===== src/rtl/tmr_cc_pkg.sv =====
package tmr_cc_pkg;

    typedef enum logic [1:0] {
        MODE_CAPTURE = 2'b00,
        MODE_COMPARE = 2'b01,
        MODE_PWM     = 2'b10,
        MODE_HOLD    = 2'b11
    } cc_mode_e;

    typedef enum logic [1:0] {
        ACT_NONE   = 2'b00,
        ACT_SET    = 2'b01,
        ACT_CLEAR  = 2'b10,
        ACT_TOGGLE = 2'b11
    } cc_act_e;

    typedef enum logic {
        LVL_LOW  = 1'b0,
        LVL_HIGH = 1'b1
    } lvl_state_e;

    typedef enum logic [1:0] {
        CF_EMPTY   = 2'b00,
        CF_HELD    = 2'b01,
        CF_OVERRUN = 2'b11,
        CF_STALE   = 2'b10
    } cap_flag_state_e;

    typedef enum logic {
        OUT_LOW  = 1'b0,
        OUT_HIGH = 1'b1
    } out_state_e;

    localparam int CLR_MATCH = 0;
    localparam int CLR_CAP   = 1;
    localparam int CLR_OVCAP = 2;
    localparam int CLR_W     = 3;

endpackage


===== src/rtl/tmr_cc_edge.sv =====
module tmr_cc_edge
    import tmr_cc_pkg::*;
#(
    parameter int STAGES = 2
) (
    input  logic clk,
    input  logic rst_n,
    input  logic pin_i,
    input  logic fall_sel_i,
    output logic edge_o
);

    logic [STAGES-1:0] sync_q;
    logic              synced;
    lvl_state_e        state_q;
    lvl_state_e        state_d;

    for (genvar g = 0; g < STAGES; g++) begin : g_sync
        if (g == 0) begin : g_first
            always_ff @(posedge clk or negedge rst_n) begin
                if (!rst_n) sync_q[0] <= 1'b0;
                else        sync_q[0] <= pin_i;
            end
        end else begin : g_next
            always_ff @(posedge clk or negedge rst_n) begin
                if (!rst_n) sync_q[g] <= 1'b0;
                else        sync_q[g] <= sync_q[g-1];
            end
        end
    end

    assign synced = sync_q[STAGES-1];

    // state register
    always_ff @(posedge clk or negedge rst_n) begin
        if (!rst_n) state_q <= LVL_LOW;
        else        state_q <= state_d;
    end

    // transitions
    always_comb begin
        state_d = state_q;
        unique case (state_q)
            LVL_LOW:  if (synced)  state_d = LVL_HIGH;
            LVL_HIGH: if (!synced) state_d = LVL_LOW;
            default:  state_d = LVL_LOW;
        endcase
    end

    // outputs: edge reported in the cycle the synced level departs the state
    always_comb begin
        edge_o = 1'b0;
        unique case (state_q)
            LVL_LOW:  edge_o = synced & ~fall_sel_i;
            LVL_HIGH: edge_o = ~synced & fall_sel_i;
            default:  edge_o = 1'b0;
        endcase
    end

endmodule


===== src/rtl/tmr_cc_capture.sv =====
module tmr_cc_capture
    import tmr_cc_pkg::*;
#(
    parameter int CNT_W = 8
) (
    input  logic             clk,
    input  logic             rst_n,
    input  logic [CNT_W-1:0] cnt_i,
    input  logic             evt_i,
    input  logic             clr_cap_i,
    input  logic             clr_ovr_i,
    output logic [CNT_W-1:0] cap_o,
    output logic             cap_flag_o,
    output logic             ovr_flag_o
);

    cap_flag_state_e  state_q;
    cap_flag_state_e  state_d;
    logic [CNT_W-1:0] cap_q;

    always_ff @(posedge clk or negedge rst_n) begin
        if (!rst_n)     cap_q <= '0;
        else if (evt_i) cap_q <= cnt_i;
    end

    // state register
    always_ff @(posedge clk or negedge rst_n) begin
        if (!rst_n) state_q <= CF_EMPTY;
        else        state_q <= state_d;
    end

    // transitions: clears apply first, a new capture then wins
    always_comb begin
        state_d = state_q;
        unique case (state_q)
            CF_EMPTY: begin
                if (evt_i) state_d = CF_HELD;
            end
            CF_HELD: begin
                if (evt_i && !clr_cap_i)       state_d = CF_OVERRUN;
                else if (!evt_i && clr_cap_i)  state_d = CF_EMPTY;
                else                           state_d = CF_HELD;
            end
            CF_OVERRUN: begin
                if (evt_i && !clr_cap_i)       state_d = CF_OVERRUN;
                else if (evt_i)                state_d = clr_ovr_i ? CF_HELD  : CF_OVERRUN;
                else if (clr_cap_i)            state_d = clr_ovr_i ? CF_EMPTY : CF_STALE;
                else                           state_d = clr_ovr_i ? CF_HELD  : CF_OVERRUN;
            end
            CF_STALE: begin
                if (evt_i) state_d = clr_ovr_i ? CF_HELD  : CF_OVERRUN;
                else       state_d = clr_ovr_i ? CF_EMPTY : CF_STALE;
            end
            default: state_d = CF_EMPTY;
        endcase
    end

    // outputs
    always_comb begin
        cap_flag_o = 1'b0;
        ovr_flag_o = 1'b0;
        unique case (state_q)
            CF_EMPTY:   ;
            CF_HELD:    cap_flag_o = 1'b1;
            CF_OVERRUN: begin cap_flag_o = 1'b1; ovr_flag_o = 1'b1; end
            CF_STALE:   ovr_flag_o = 1'b1;
            default:    ;
        endcase
    end

    assign cap_o = cap_q;

endmodule


===== src/rtl/tmr_cc_compare.sv =====
module tmr_cc_compare
    import tmr_cc_pkg::*;
#(
    parameter int CNT_W = 8
) (
    input  logic             clk,
    input  logic             rst_n,
    input  logic [CNT_W-1:0] cnt_i,
    input  logic             ovf_i,
    input  cc_mode_e         mode_i,
    input  cc_act_e          act_i,
    input  logic             wr_i,
    input  logic [CNT_W:0]   wdata_i,
    input  logic             clr_match_i,
    output logic             out_o,
    output logic             match_flag_o,
    output logic             match_evt_o,
    output logic [CNT_W:0]   act_cmp_o
);

    localparam int CMP_W = CNT_W + 1;

    logic [CMP_W-1:0] pend_q;
    logic [CMP_W-1:0] act_q;
    logic [CMP_W-1:0] cnt_ext;
    logic             hit;
    logic             below;
    logic             match_q;
    out_state_e       state_q;
    out_state_e       state_d;

    assign cnt_ext = {1'b0, cnt_i};
    assign hit     = (cnt_ext == act_q);
    assign below   = (cnt_ext < act_q);

    // pending value and its transfer at overflow
    always_ff @(posedge clk or negedge rst_n) begin
        if (!rst_n) begin
            pend_q <= '0;
            act_q  <= '0;
        end else begin
            if (ovf_i) act_q  <= pend_q;
            if (wr_i)  pend_q <= wdata_i;
        end
    end

    assign match_evt_o = hit && (mode_i == MODE_COMPARE || mode_i == MODE_PWM);

    always_ff @(posedge clk or negedge rst_n) begin
        if (!rst_n) match_q <= 1'b0;
        else        match_q <= match_evt_o | (match_q & ~clr_match_i);
    end

    // state register
    always_ff @(posedge clk or negedge rst_n) begin
        if (!rst_n) state_q <= OUT_LOW;
        else        state_q <= state_d;
    end

    // transitions
    always_comb begin
        state_d = state_q;
        unique case (state_q)
            OUT_LOW: begin
                unique case (mode_i)
                    MODE_COMPARE: if (hit && (act_i == ACT_SET || act_i == ACT_TOGGLE))
                                      state_d = OUT_HIGH;
                    MODE_PWM:     if (below) state_d = OUT_HIGH;
                    default:      state_d = OUT_LOW;
                endcase
            end
            OUT_HIGH: begin
                unique case (mode_i)
                    MODE_COMPARE: if (hit && (act_i == ACT_CLEAR || act_i == ACT_TOGGLE))
                                      state_d = OUT_LOW;
                    MODE_PWM:     if (!below) state_d = OUT_LOW;
                    default:      state_d = OUT_HIGH;
                endcase
            end
            default: state_d = OUT_LOW;
        endcase
    end

    // outputs
    always_comb begin
        out_o = 1'b0;
        unique case (state_q)
            OUT_LOW:  out_o = 1'b0;
            OUT_HIGH: out_o = 1'b1;
            default:  out_o = 1'b0;
        endcase
    end

    assign match_flag_o = match_q;
    assign act_cmp_o    = act_q;

endmodule


===== src/rtl/tmr_cc_channel.sv =====
module tmr_cc_channel
    import tmr_cc_pkg::*;
#(
    parameter int CNT_W       = 8,
    parameter int SYNC_STAGES = 2
) (
    input  logic             clk,
    input  logic             rst_n,
    input  logic [CNT_W-1:0] cnt_i,
    input  logic             ovf_i,
    input  logic [1:0]       mode_i,
    input  logic             edge_fall_i,
    input  logic [1:0]       action_i,
    input  logic             cmp_wr_i,
    input  logic [CNT_W:0]   cmp_wdata_i,
    input  logic [2:0]       flag_clr_i,
    input  logic             cap_pin_i,
    output logic             out_pin_o,
    output logic [CNT_W-1:0] cap_val_o,
    output logic             match_flag_o,
    output logic             cap_flag_o,
    output logic             ovcap_flag_o
);

    cc_mode_e       mode_w;
    cc_act_e        act_w;
    logic           edge_w;
    logic           cap_evt_w;
    logic           match_evt_w;
    logic [CNT_W:0] act_cmp_w;

    assign mode_w    = cc_mode_e'(mode_i);
    assign act_w     = cc_act_e'(action_i);
    assign cap_evt_w = edge_w && (mode_w == MODE_CAPTURE);

    tmr_cc_edge #(
        .STAGES (SYNC_STAGES)
    ) u_edge (
        .clk        (clk),
        .rst_n      (rst_n),
        .pin_i      (cap_pin_i),
        .fall_sel_i (edge_fall_i),
        .edge_o     (edge_w)
    );

    tmr_cc_capture #(
        .CNT_W (CNT_W)
    ) u_cap (
        .clk        (clk),
        .rst_n      (rst_n),
        .cnt_i      (cnt_i),
        .evt_i      (cap_evt_w),
        .clr_cap_i  (flag_clr_i[CLR_CAP]),
        .clr_ovr_i  (flag_clr_i[CLR_OVCAP]),
        .cap_o      (cap_val_o),
        .cap_flag_o (cap_flag_o),
        .ovr_flag_o (ovcap_flag_o)
    );

    tmr_cc_compare #(
        .CNT_W (CNT_W)
    ) u_cmp (
        .clk          (clk),
        .rst_n        (rst_n),
        .cnt_i        (cnt_i),
        .ovf_i        (ovf_i),
        .mode_i       (mode_w),
        .act_i        (act_w),
        .wr_i         (cmp_wr_i),
        .wdata_i      (cmp_wdata_i),
        .clr_match_i  (flag_clr_i[CLR_MATCH]),
        .out_o        (out_pin_o),
        .match_flag_o (match_flag_o),
        .match_evt_o  (match_evt_w),
        .act_cmp_o    (act_cmp_w)
    );

endmodule


===== config.mk =====
export PLATFORM = sky130hd
export DESIGN_NAME = tmr_cc_channel
export DESIGN_NICKNAME = d
export VERILOG_FILES = /design/src/rtl/tmr_cc_pkg.sv /design/src/rtl/tmr_cc_edge.sv /design/src/rtl/tmr_cc_capture.sv /design/src/rtl/tmr_cc_compare.sv /design/src/rtl/tmr_cc_channel.sv
export SDC_FILE = /design/constraint.sdc
export NUM_CORES = 1
export LEC_CHECK = 0
export BUFFER_PORTS_ARGS = -buffer_cell sky130_fd_sc_hd__buf_4
export CORE_ASPECT_RATIO = 0.7
export CORE_MARGIN = 1.5
export CORE_UTILIZATION = 55
export CTS_CLUSTER_SIZE = 8
export DETAILED_ROUTE_END_ITERATION = 6
export PLACE_DENSITY = 0.83
export SLEW_MARGIN = 20
export SYNTH_ARGS = -nofsm -noshare
export SYNTH_HDL_FRONTEND = slang
export SYNTH_HIERARCHICAL = 1
export SYNTH_SLANG_ARGS = --single-unit

===== constraint.sdc =====
create_clock -name clk -period 3.45 [get_ports clk]
set_clock_uncertainty 0.15 [all_clocks]
set_input_delay 0.8625 -clock clk [delete_from_list [all_inputs] [get_ports clk]]
set_output_delay 0.8625 -clock clk [all_outputs]
set_load 0.01 [all_outputs]

==> reports/results.ini <==
[worst_setup_path]
start_kind = primary input
reg2reg_slack_ps = 1710
path_max_fanout = 2
critPathLaunch = cnt_i[0]
cp_data_arrival_time_ps = 2120
reg2reg_depth = 5
r2r_start = u_cmp/act_cmp_o[0]$_DFFE_PN0P_
worstSetupPathType = in -> reg
r2r_end = u_cmp/state_q$_DFF_PN0_
worstSetupEndpointType = flop
crit_required_ps = 3520
crit_end = u_cmp/state_q$_DFF_PN0_

[clock_tree]
cts_buffers = 5
hold_buffers = 0
root_buffer = clkbuf_8
htreeDepth = 2
path_clk_slew_ps = 70
worstSkewPairLatency_ps = 280
post-cts-setup-buffer-count = 0
cts_tree = yes
cts_sinks = 33
cts_resized = 0
clockBufferDepth = 2

[timing]
fmax_ghz = 0.486
rsz0062_at_grt = no
slew_violations = 0
setup_viol = 0
finalHoldViolCount = 0
period_minus_slack_ps = 2060
timing.setup.tns_ps = 0
fin_ws_ps = 1390
slew_headroom_pct = 72.8
finalCritPeriodShare_pct = 59.6
tightest_slew_ps = 408

[floorplanning]
rows = 15
ioPinCount = 42
die_area_um2 = 3120
start_util_pct = 60.2
core_area_um2 = 2550
fp.dieW_um = 66.2
fp.dieH_um = 47.2

[global_routing]
grt_start_max_net_pins = 34
grt_pass1_vias = 1074
antenna_found_initial = 0
grt_overflow = 0
grt_usage_pct = 21.5
grt_pass1_wl_um = 4620

[yosys]
yosys.area_share.adder_pct = 8.14
netlist_area_um2 = 1540
synthTopCellsByArea = dfrtp_1, ha_1, mux2_2, mux2_4, inv_1
yosys.area_share.simple_pct = 7.25
ys.warnings.count = 6
synth_compound_area_share_pct = 9.36
syn-num-nets = 161
avgSynthCellArea_um2 = 12.7
yosys-mux-area-fraction_pct = 15.9
synth_top_area_share_pct = 53.7
synth-xor-area-share_pct = 0
ys_seq_area_share_pct = 53.7
ys_ff_latch = 33
synth_top_family_by_area = multiplexers
synth_top_area_cell = dfrtp_1
synth.distinct_cells = 27
synth_cells = 121

[route]
first_pass_iters = 4
routedLengthMet1_um = 1230
wl_um = 2920
wl_met3_um = 220
wl_per_cell_um = 14.7
drc = 0
antenna_left = 0
vias_per_cell = 5.15
wl_met2_um = 1420
highest_layer = met4
drtIter0Drc = 26
via_count = 1025

[outcome]
outcome = completed

[finish]
layout.nets = 204
layout_commonest_cell = buf_4
syn_to_final_growth_pct = 26.7
final_cell_mix = buf_4, dfrtp_1, inv_1
drive_above_1_share_pct = 46.7
antenna_cells = 0

[flow_run]
cap_viol_max_count = 0

[placement]
gp_congestion = 0.766
port_buffers = 41
hpwlAfterDp_um = 2210
dp_slack_ps = 1110

[power_and_ir_drop]
p_per_area_nw_per_um2 = 488
vdd_drop_max_uv = 323
leakagePower_nw = 0.981

[hold_path]
min_path_type = reg -> reg

-- synthesized netlist by cell type --
| library cell | number |
|---|---|
| and4_4 | 1 |
| a21oi_1 | 3 |
| nand3b_1 | 1 |
| nand2b_1 | 1 |
| nand2_1 | 8 |
| inv_1 | 15 |
| clkbuf_1 | 5 |
| o21ai_0 | 7 |
| o22ai_1 | 1 |
| nor2b_1 | 2 |
| buf_6 | 1 |
| ha_1 | 10 |
| nor3b_1 | 1 |
| dfrtp_1 | 33 |
| a311o_1 | 1 |
| a21o_2 | 2 |
| mux2_2 | 11 |
| mux2_4 | 8 |
| o221ai_1 | 1 |
| nor3b_2 | 1 |
| and4_2 | 1 |
| a211o_2 | 1 |
| a31oi_1 | 1 |
| o21ai_2 | 2 |
| and4b_4 | 1 |
| a32o_1 | 1 |
| o211ai_1 | 1 |
-- metrics by stage --
stage / cell area, um2 / total power, mW / hold WS, ps / instances / utilization [%]
3_5_place_dp: 1860 / 0.682 / 186 / 191 / 73.0
2_1_floorplan: 1540 / 0.581 / 181 / 121 / -
6_report: 1950 / 0.950 / 195 / 199 / 76.3
5_1_grt: 1950 / 0.996 / 197 / 199 / 76.3
3_3_place_gp: 1860 / 0.670 / 185 / 191 / 73.0
4_1_cts: 1950 / 0.960 / 198 / 199 / 76.3
-- flip-flops by register name (all words and copies together) (netlist names) --
name / cells
u_edge/sync_q: 1
u_edge/synced: 1
u_cmp/state_q: 1
u_cmp/act_cmp_o: 9
u_cmp/match_flag_o: 1
u_cap/state_q: 2
u_edge/state_q: 1
u_cap/cap_o: 8
u_cmp/pend_q: 9
-- power by group --
| group | total [mW] | leakage (nW) | internal, mW | switching (mW) |
|---|---|---|---|---|
| sequential | 0.470 | 0.400 | 0.439 | 0.0310 |
| clock | 0.274 | 0.0450 | 0.140 | 0.135 |
| combinational | 0.206 | 0.536 | 0.122 | 0.0838 |
| total | 0.950 | 0.981 | 0.701 | 0.250 |
-- worst min-delay path by stage --
stage                               startpoint                 endpoint  slack, ps  cells after the start
floorplan           u_edge/sync_q[0]$_DFF_PN0_  u_edge/synced$_DFF_PN0_        180                      0
CTS                 u_edge/sync_q[0]$_DFF_PN0_  u_edge/synced$_DFF_PN0_        200                      0
global placement    u_edge/sync_q[0]$_DFF_PN0_  u_edge/synced$_DFF_PN0_        180                      0
finish              u_edge/sync_q[0]$_DFF_PN0_  u_edge/synced$_DFF_PN0_        190                      0
detailed placement  u_edge/sync_q[0]$_DFF_PN0_  u_edge/synced$_DFF_PN0_        190                      0
global route        u_edge/sync_q[0]$_DFF_PN0_  u_edge/synced$_DFF_PN0_        200                      0
-- layer usage --
| layer | GRT usage [%] | up-vias |
|---|---|---|
| met5 | 0 | - |
| met4 | 12.2 | 0 |
| met3 | 8.63 | 6 |
| met2 | 36.4 | 37 |
| met1 | 23.8 | 484 |
| li1 | - | 498 |
-- critical path, cell delays in order --
cell	delay (ps)
buf_4	80
inv_1	40
ha_1	280
and4_2	250
and4_4	190
a311o_1	350
o21ai_2	50
-- cells by family (layout without fill, tap and decap cells) --
group	Yosys count	in the layout
compound gates	21	21
mux	19	19
flops	33	33
fa+ha+maj	10	10
simple gates	17	17
buf+inv	21	65
-- layout make-up --
type,count,area (um2)
Tap cell,34,42.5
Clock buffer,6,72.6
Clock inverter,2,10.0
Multi-Input combinational cell,67,624
Timing Repair Buffer,42,315
Fill cell,171,606
Inverter,15,56.3
Sequential cell,33,826
Power figures use the tool's default switching activity.
